==> src/rtl/splitdiv_pkg.sv <==
package splitdiv_pkg;

   typedef enum logic [1:0] {
      PH_IDLE = 2'd0,
      PH_HIGH = 2'd1,
      PH_LOW  = 2'd2
   } phase_e;

endpackage

==> src/rtl/splitdiv_update.sv <==
module splitdiv_update #(
   parameter int NIB_W       = 4,
   parameter int DEFAULT_DIV = 'h54
) (
   input  logic               clk_i,
   input  logic               rst_ni,
   input  logic               wr_en_i,
   input  logic [2*NIB_W-1:0] wr_data_i,
   input  logic               start_i,
   output logic [2*NIB_W-1:0] cur_div_o,
   output logic [2*NIB_W-1:0] nxt_div_o,
   output logic               applied_o
);

   localparam int DIV_W = 2 * NIB_W;
   localparam logic [DIV_W-1:0] RST_DIV = DIV_W'(DEFAULT_DIV);

   logic [DIV_W-1:0] cur_q;
   logic [DIV_W-1:0] pend_val_q;
   logic             pend_q;
   logic             applied_q;

   always_ff @(posedge clk_i) begin
      if (!rst_ni) begin
         cur_q      <= RST_DIV;
         pend_val_q <= RST_DIV;
         pend_q     <= 1'b0;
         applied_q  <= 1'b0;
      end else begin
         applied_q <= start_i && pend_q;
         if (start_i && pend_q) begin
            cur_q <= pend_val_q;
         end
         if (start_i) begin
            pend_q <= wr_en_i;
         end else begin
            pend_q <= pend_q || wr_en_i;
         end
         if (wr_en_i) begin
            pend_val_q <= wr_data_i;
         end
      end
   end

   assign cur_div_o = cur_q;
   assign nxt_div_o = pend_q ? pend_val_q : cur_q;
   assign applied_o = applied_q;


   div_hold_chk: assert property (@(posedge clk_i) disable iff (!rst_ni)
      !start_i |=> $stable(cur_q));

endmodule

==> src/rtl/splitdiv_counter.sv <==
module splitdiv_counter
   import splitdiv_pkg::*;
#(
   parameter int NIB_W = 4
) (
   input  logic               clk_i,
   input  logic               rst_ni,
   input  logic [2*NIB_W-1:0] cur_div_i,
   input  logic [2*NIB_W-1:0] nxt_div_i,
   output logic               start_o,
   output logic               high_o
);

   localparam int DIV_W = 2 * NIB_W;

   phase_e             st_q;
   logic [NIB_W-1:0]   cnt_q;
   logic [NIB_W-1:0]   cur_hi;
   logic [NIB_W-1:0]   cur_lo;
   logic [NIB_W-1:0]   nxt_hi;

   assign cur_hi = cur_div_i[DIV_W-1:NIB_W];
   assign cur_lo = cur_div_i[NIB_W-1:0];
   assign nxt_hi = nxt_div_i[DIV_W-1:NIB_W];

   assign start_o = (st_q == PH_IDLE) || ((st_q == PH_LOW) && (cnt_q == '0));
   assign high_o  = (st_q == PH_HIGH);

   always_ff @(posedge clk_i) begin
      if (!rst_ni) begin
         st_q  <= PH_IDLE;
         cnt_q <= '0;
      end else begin
         unique case (st_q)
            PH_IDLE: begin
               st_q  <= PH_HIGH;
               cnt_q <= nxt_hi;
            end
            PH_HIGH: begin
               if (cnt_q == '0) begin
                  st_q  <= PH_LOW;
                  cnt_q <= cur_lo;
               end else begin
                  cnt_q <= cnt_q - 1'b1;
               end
            end
            PH_LOW: begin
               if (cnt_q == '0) begin
                  st_q  <= PH_HIGH;
                  cnt_q <= nxt_hi;
               end else begin
                  cnt_q <= cnt_q - 1'b1;
               end
            end
            default: begin
               st_q  <= PH_IDLE;
               cnt_q <= '0;
            end
         endcase
      end
   end


   first_high_chk: assert property (@(posedge clk_i) disable iff (!rst_ni)
      (st_q == PH_IDLE) |=> (st_q == PH_HIGH));


   high_len_chk: assert property (@(posedge clk_i) disable iff (!rst_ni)
      (st_q == PH_HIGH) |-> (cnt_q <= cur_hi));


   low_len_chk: assert property (@(posedge clk_i) disable iff (!rst_ni)
      (st_q == PH_LOW) |-> (cnt_q <= cur_lo));


   high_to_low_chk: assert property (@(posedge clk_i) disable iff (!rst_ni)
      ((st_q == PH_HIGH) && (cnt_q == '0)) |=> (st_q == PH_LOW));

endmodule

==> src/rtl/splitdiv_outmux.sv <==
module splitdiv_outmux #(
   parameter bit BYPASS_EN = 1'b1
) (
   input  logic div_i,
   input  logic ref_i,
   input  logic lowpwr_i,
   output logic clk_o
);

   generate
      if (BYPASS_EN) begin : g_bypass
         assign clk_o = lowpwr_i ? ref_i : div_i;
      end else begin : g_direct
         logic unused_sel;
         assign unused_sel = ref_i ^ lowpwr_i;
         assign clk_o = div_i;
      end
   endgenerate

endmodule

==> src/rtl/splitdiv_top.sv <==
module splitdiv_top #(
   parameter int NIB_W       = 4,
   parameter int DEFAULT_DIV = 'h54,
   parameter bit BYPASS_EN   = 1'b1
) (
   input  logic               clk_i,
   input  logic               rst_ni,
   input  logic               wr_en_i,
   input  logic [2*NIB_W-1:0] wr_data_i,
   input  logic               lowpwr_i,
   input  logic               ref_clk_i,
   output logic               clk_o,
   output logic               applied_o
);

   localparam int DIV_W = 2 * NIB_W;

   generate
      if (NIB_W < 1 || NIB_W > 8) begin : g_bad_nib
         $error("splitdiv_top: NIB_W must be 1..8");
      end
      if (DEFAULT_DIV < 0 || DEFAULT_DIV >= (1 << DIV_W)) begin : g_bad_def
         $error("splitdiv_top: DEFAULT_DIV does not fit the divisor");
      end
   endgenerate

   logic [DIV_W-1:0] cur_div;
   logic [DIV_W-1:0] nxt_div;
   logic             start;
   logic             div_high;

   splitdiv_update #(
      .NIB_W       (NIB_W),
      .DEFAULT_DIV (DEFAULT_DIV)
   ) update_i (
      .clk_i     (clk_i),
      .rst_ni    (rst_ni),
      .wr_en_i   (wr_en_i),
      .wr_data_i (wr_data_i),
      .start_i   (start),
      .cur_div_o (cur_div),
      .nxt_div_o (nxt_div),
      .applied_o (applied_o)
   );

   splitdiv_counter #(
      .NIB_W (NIB_W)
   ) counter_i (
      .clk_i     (clk_i),
      .rst_ni    (rst_ni),
      .cur_div_i (cur_div),
      .nxt_div_i (nxt_div),
      .start_o   (start),
      .high_o    (div_high)
   );

   splitdiv_outmux #(
      .BYPASS_EN (BYPASS_EN)
   ) outmux_i (
      .div_i    (div_high),
      .ref_i    (ref_clk_i),
      .lowpwr_i (lowpwr_i),
      .clk_o    (clk_o)
   );


   applied_in_high_chk: assert property (@(posedge clk_i) disable iff (!rst_ni)
      applied_o |-> div_high);

endmodule

==> config.mk <==
export PLATFORM = sky130hd
export DESIGN_NAME = splitdiv_top
export DESIGN_NICKNAME = d
export VERILOG_FILES = /design/src/rtl/splitdiv_pkg.sv /design/src/rtl/splitdiv_update.sv /design/src/rtl/splitdiv_counter.sv /design/src/rtl/splitdiv_outmux.sv /design/src/rtl/splitdiv_top.sv
export SDC_FILE = /design/constraint.sdc
export NUM_CORES = 1
export LEC_CHECK = 0
export ABC_AREA = 1
export BUFFER_PORTS_ARGS = -buffer_cell sky130_fd_sc_hd__buf_4
export CORE_ASPECT_RATIO = 0.7
export CORE_MARGIN = 3
export CORE_UTILIZATION = 49
export DETAILED_ROUTE_END_ITERATION = 10
export GPL_TIMING_DRIVEN = 0
export PLACE_DENSITY = 0.76
export SETUP_SLACK_MARGIN = 0.2
export SLEW_MARGIN = 20
export SYNTH_ARGS = -nofsm -noshare
export SYNTH_HDL_FRONTEND = slang
export SYNTH_SLANG_ARGS = --single-unit
==> constraint.sdc <==
create_clock -name clk_i -period 1.1 [get_ports clk_i]
set_input_delay 0.055 -clock clk_i [delete_from_list [all_inputs] [get_ports clk_i]]
set_output_delay 0.055 -clock clk_i [all_outputs]
set_load 0.02 [all_outputs]
-- Word level (Yosys, flattened, before mapping)
Index checks and enable logic that the tools add are counted.
- register bits after elaboration: 24
- input port bits: 13
- logic and storage cells: 27
- add/subtract/negate cells: 1
- equality and inequality tests: 4
- mux-type cells: 9
- reductions and logical operators: 7
- operators with widths (kind ; number):
    4-bit case mux with 3 select lines ; 1
    4-bit 2-to-1 mux ; 2
    8-bit 2-to-1 mux ; 1
    2-bit case mux with 3 select lines ; 1
    4-bit logical NOT ; 1
    2-bit 2-to-1 mux ; 2
    2-bit inequality test (second input constant) ; 2
    4-bit by 1-bit subtractor with 4-bit output (second input constant) ; 1
    2-bit by 1-bit == test with 1-bit output (second input constant) ; 1
    2-bit == test (second input constant) ; 1
    1-bit logical AND ; 2
    2-bit logical NOT ; 1
    1-bit logical OR ; 2
    1-bit 2-to-1 mux ; 2
    2-bit AND reduction ; 1

-- Logic depth before layout (Yosys ltp)
- depth after elaboration: 4
- gate-level depth with buffers: 10
- depth with buffers taken out: 10

-- Cells and area by module
Synthesis repeated with hierarchy kept, for this count alone.
- cells, all modules: 177
- area, all modules: 1257.5 µm²
- by module, submodules not included (module ; times used ; cells each ; area an instance (µm²)):
    splitdiv_update ; 1 ; 104 ; 820.8
    splitdiv_counter ; 1 ; 69 ; 421.7
    splitdiv_outmux ; 1 ; 4 ; 15.0

-- Least setup slack after synthesis
Ideal clock, no wire load.
- kind: register to register
- start: reg counter_i.cnt_q[0]
- end: reg counter_i.cnt_q[0]
- arrival: 1.149 ns
- slack: -0.105 ns
- cell stages (with the launch flop): 11
- path buffers: 0
- clock period less this slack: 1.205 ns
- path through: dfxtp_1 -> inv_1 -> ha_1 -> inv_1 -> nor2_2 -> nand2_1 -> nand2_1 -> nand2_1 -> nand3_1 -> nand2_1 -> inv_1
- word-level cells in the longest chain between the ends: 3
- elaborated cells on any way between the ends: 5
- those cells by class: add/sub (1); mux (3); reduce/logical (1)
- RTL lines (element ; RTL line ; source):
    start, declared ; splitdiv_counter.sv:17 ; logic [NIB_W-1:0] cnt_q;
    start signal, assigned ; splitdiv_counter.sv:37 ; cnt_q <= nxt_hi;
    start signal, assigned ; splitdiv_counter.sv:42 ; cnt_q <= cur_lo;
    start signal, assigned ; splitdiv_counter.sv:44 ; cnt_q <= cnt_q - 1'b1;
    4-bit by 1-bit subtractor with 4-bit output / 4-bit logical NOT (equally long branches) ; n/a ;
    4-bit 2-to-1 mux, on equally long branches ; splitdiv_counter.sv:48, splitdiv_counter.sv:40 ;
    4-bit case mux with 3 select lines * ; splitdiv_counter.sv:34 ; unique case (st_q)
Mark *: on every way between the ends. The rest lies on a longest branch, timed or not.
A chain may end at the register's enable or synchronous reset.

-- Worst setup path after layout
- start: reg counter_i.cnt_q[0]
- end: reg counter_i.cnt_q[2]
Same word-level chain as after synthesis.

==> impl_metrics.yaml <==
place:
  portBuffers: 13
  dpl.cell_count: 199
  gp_congestion: 0.873
  dp_hpwl_um: 1760
  placed_cell_area_um2: 1250
yosys:
  syn_area_um2: 1090
  ys.flop_type: "dfxtp_1"
  synth_nets: 171
  synth_cells: 156
  syn_avg_cell_area_um2: 7.01
  ys_ff_latch: 24
  ys_seq_area_share_pct: 43.9
  ys_warn_count: 0
  ys_async_sr_fraction_pct: 0
  synth_cell_types: 20
  synth_edf_count: 0
power:
  powerDensity_nw_per_um2: 2200
  ir_drop_mv: 1.26
  total_power_uw: 3270
  p_leak_uw: 0.000708
setup_path:
  cp_max_fo: 3
  required_ns: 1.32
  crit_family: "flip-flops"
  crit_path_top_delay_cell: "dfxtp_2"
  cp-end-kind: "flip-flop"
  worstPathArrival_ns: 1.46
  cpPeakStageDelay_ns: 0.36
  crit_path_cell_trace: "inv_4, buf_4, ha_1, xor2_1, nand3_1, nand3_1, nand2_1, inv_1"
  cp-start-kind: "flip-flop"
  crit_top_cell: "nand3_1"
  critical_path_buf_inv_count: 3
  critical_path_class: "reg2reg"
timing:
  setup_viol: 17
  fin_hold_ws_ns: 0.0217
  max_freq_mhz: 806
  maxSlewHeadroom_pct: 69.7
  slew_violations: 0
  finClkSkew_ns: 0.0125
  fin_crit_ns: 1.24
  hold_viol_final: 0
  fin_ws_ns: -0.140
  tightest_slew_ns: 0.454
  period_share_pct: 113
  rsz0062_at_grt: "true"
  fin_setup_tns_ns: -1.56
grt:
  grtUsageTotal_pct: 20.3
  grt_pass1_vias: 1035
  grt_overflow: 0
  grt_pass1_wl_um: 4480
  grt_max_degree: 14
  antenna_found_initial: 0
floorplanning:
  fp.coreArea_um2: 1980
  die_h_um: 45.5
  floorplan.initialDensity_pct: 55.1
  rows: 13
  io_pins: 15
  fp.dieW_um: 62.5
  die_area_um2: 2840
cells_and_area:
  areaGrowthSynthToFinish_pct: 35.8
  drive_gt1_share_pct: 27.9
  nets: 206
  diodes: 0
  design_area_um2: 1490
  fin_cells: 220
flow_run:
  maxCapViolCount: 0
routing:
  vias: 1112
  ant_nets: 0
  first_iter_violations: 60
  drc_errors: 0
  firstDrtPassIters: 4
  drt_wl_total_um: 2650
  via_per_inst: 5.05
  routedWlPerCell_um: 12.0
outcome:
  status: "finished with violations"
  violations: "setup timing"
clock_network:
  path_clk_slew_ns: 0.13
  cts_sinks: 24
  cts_tree: "done"
  htree_levels: 1
  cts_root_buffer: "clkbuf_4"
  clk_latency_ns: 0.32
  clockBufferDepth: 2
  cts_buffers: 3
worst_hold_path:
  min_path_type: "in2reg"
-- state kept, by name, summed over array words and instances (netlist names) --
name                 count
counter_i.cnt_q          4
counter_i.st_q           2
update_i.applied_o       1
update_i.cur_div_o       8
update_i.pend_q          1
update_i.pend_val_q      8
-- final cells by class --
cell class              count  area, µm²
plain buffers               3       16.3
clock buffers               4       36.3
fillers                   154        499
inverters                  16       67.6
multi-input cells         114        594
flip-flops and latches     24        489
well taps                  30       37.5
repair buffers             29        244
-- metrics by stage --
stage	worst slack, ns	util, %
floorplan	0.0213	-
global placement	-0.0906	62.9
detailed placement	-0.140	62.9
CTS	-0.112	72.1
global route	-0.186	74.8
finish	-0.140	74.8
-- layer usage --
metal	GRT usage [%]	up-vias	part of all wire, %
met5	0	-	0
met1	24.2	501	44
li1	-	559	-
met3	5.19	6	6.2
met2	37.3	46	49
met4	5.26	0	1.2
-- path summary, 6_finish.rpt --
| kind | start | to | slack (ns) | cells past startpoint |
|---|---|---|---|---|
| setup / recovery | counter_i.cnt_q[0] | counter_i.cnt_q[2] | -0.14 | 8 |
| hold / removal | rst_ni | update_i.pend_val_q[5] | 0.02 | 3 |
| setup reg to reg | counter_i.cnt_q[0] | counter_i.cnt_q[2] | -0.14 | 8 |
| hold reg to reg | update_i.pend_val_q[3] | update_i.cur_div_o[3] | 0.47 | 2 |
-- logic make-up after synthesis --
| logic type | synth area share [%] |
|---|---|
| DFF | 43.9 |
| buffers and inverters | 7.21 |
| xor gates and xnor gates | 0.801 |
| AOI/OAI and AO/OA | 10.3 |
| adders and majority gates | 2.29 |
| and+or+nand+nor | 35.5 |
-- Yosys cell counts, types with 2 or more instances --
cell type	instances	area, µm²
a21oi_1	10	50.1
buf_2	2	10.0
dfxtp_1	24	480
ha_1	2	25.0
inv_1	13	48.8
nand2_1	56	210
nand2_4	2	22.5
nand3_1	12	60.1
nor2_1	16	60.1
o211ai_1	2	15.0
o21ai_0	8	40.0
-- placed cells by master (no fill, tap or decap), types with 2 or more instances in the layout --
master | netlist | layout
inv_1 | 13 | 9
nand2_2 | 0 | 3
dlygate4sd3_1 | 0 | 9
nor2_4 | 1 | 2
o211ai_1 | 2 | 2
clkbuf_4 | 0 | 4
nor2_1 | 16 | 15
inv_2 | 1 | 4
nand3_1 | 12 | 12
buf_4 | 0 | 19
a21oi_2 | 0 | 3
nand2_4 | 2 | 3
a21oi_1 | 10 | 7
nand2_1 | 56 | 52
dfxtp_1 | 24 | 19
dfxtp_2 | 0 | 4
o21ai_0 | 8 | 6
-- worst reg2reg max path, stage by stage, from the launching register on --
cell,delay (ns)
dfxtp_2,0.36
inv_4,0.05
buf_4,0.13
ha_1,0.20
xor2_1,0.15
nand3_1,0.09
nand3_1,0.07
nand2_1,0.06
inv_1,0.04
-- where the power goes --
part / total (µW) / switching [µW] / internal (µW) / leakage (µW)
Sequential: 1180 / 138 / 1040 / 0.000200
Clock: 461 / 259 / 202 / 0.0000210
Combinational: 1640 / 921 / 714 / 0.000488
-- timing repair --
item                                    CTS  global route
buffers inserted                          3             4
resized for setup                         9             9
endpoints found under the setup margin   17            17
endpoints found under the hold margin     9             0
pin swaps                                 6             8
hold buffers                              9             0
gates cloned                              1             0
(Power assumes the default switching activity.)
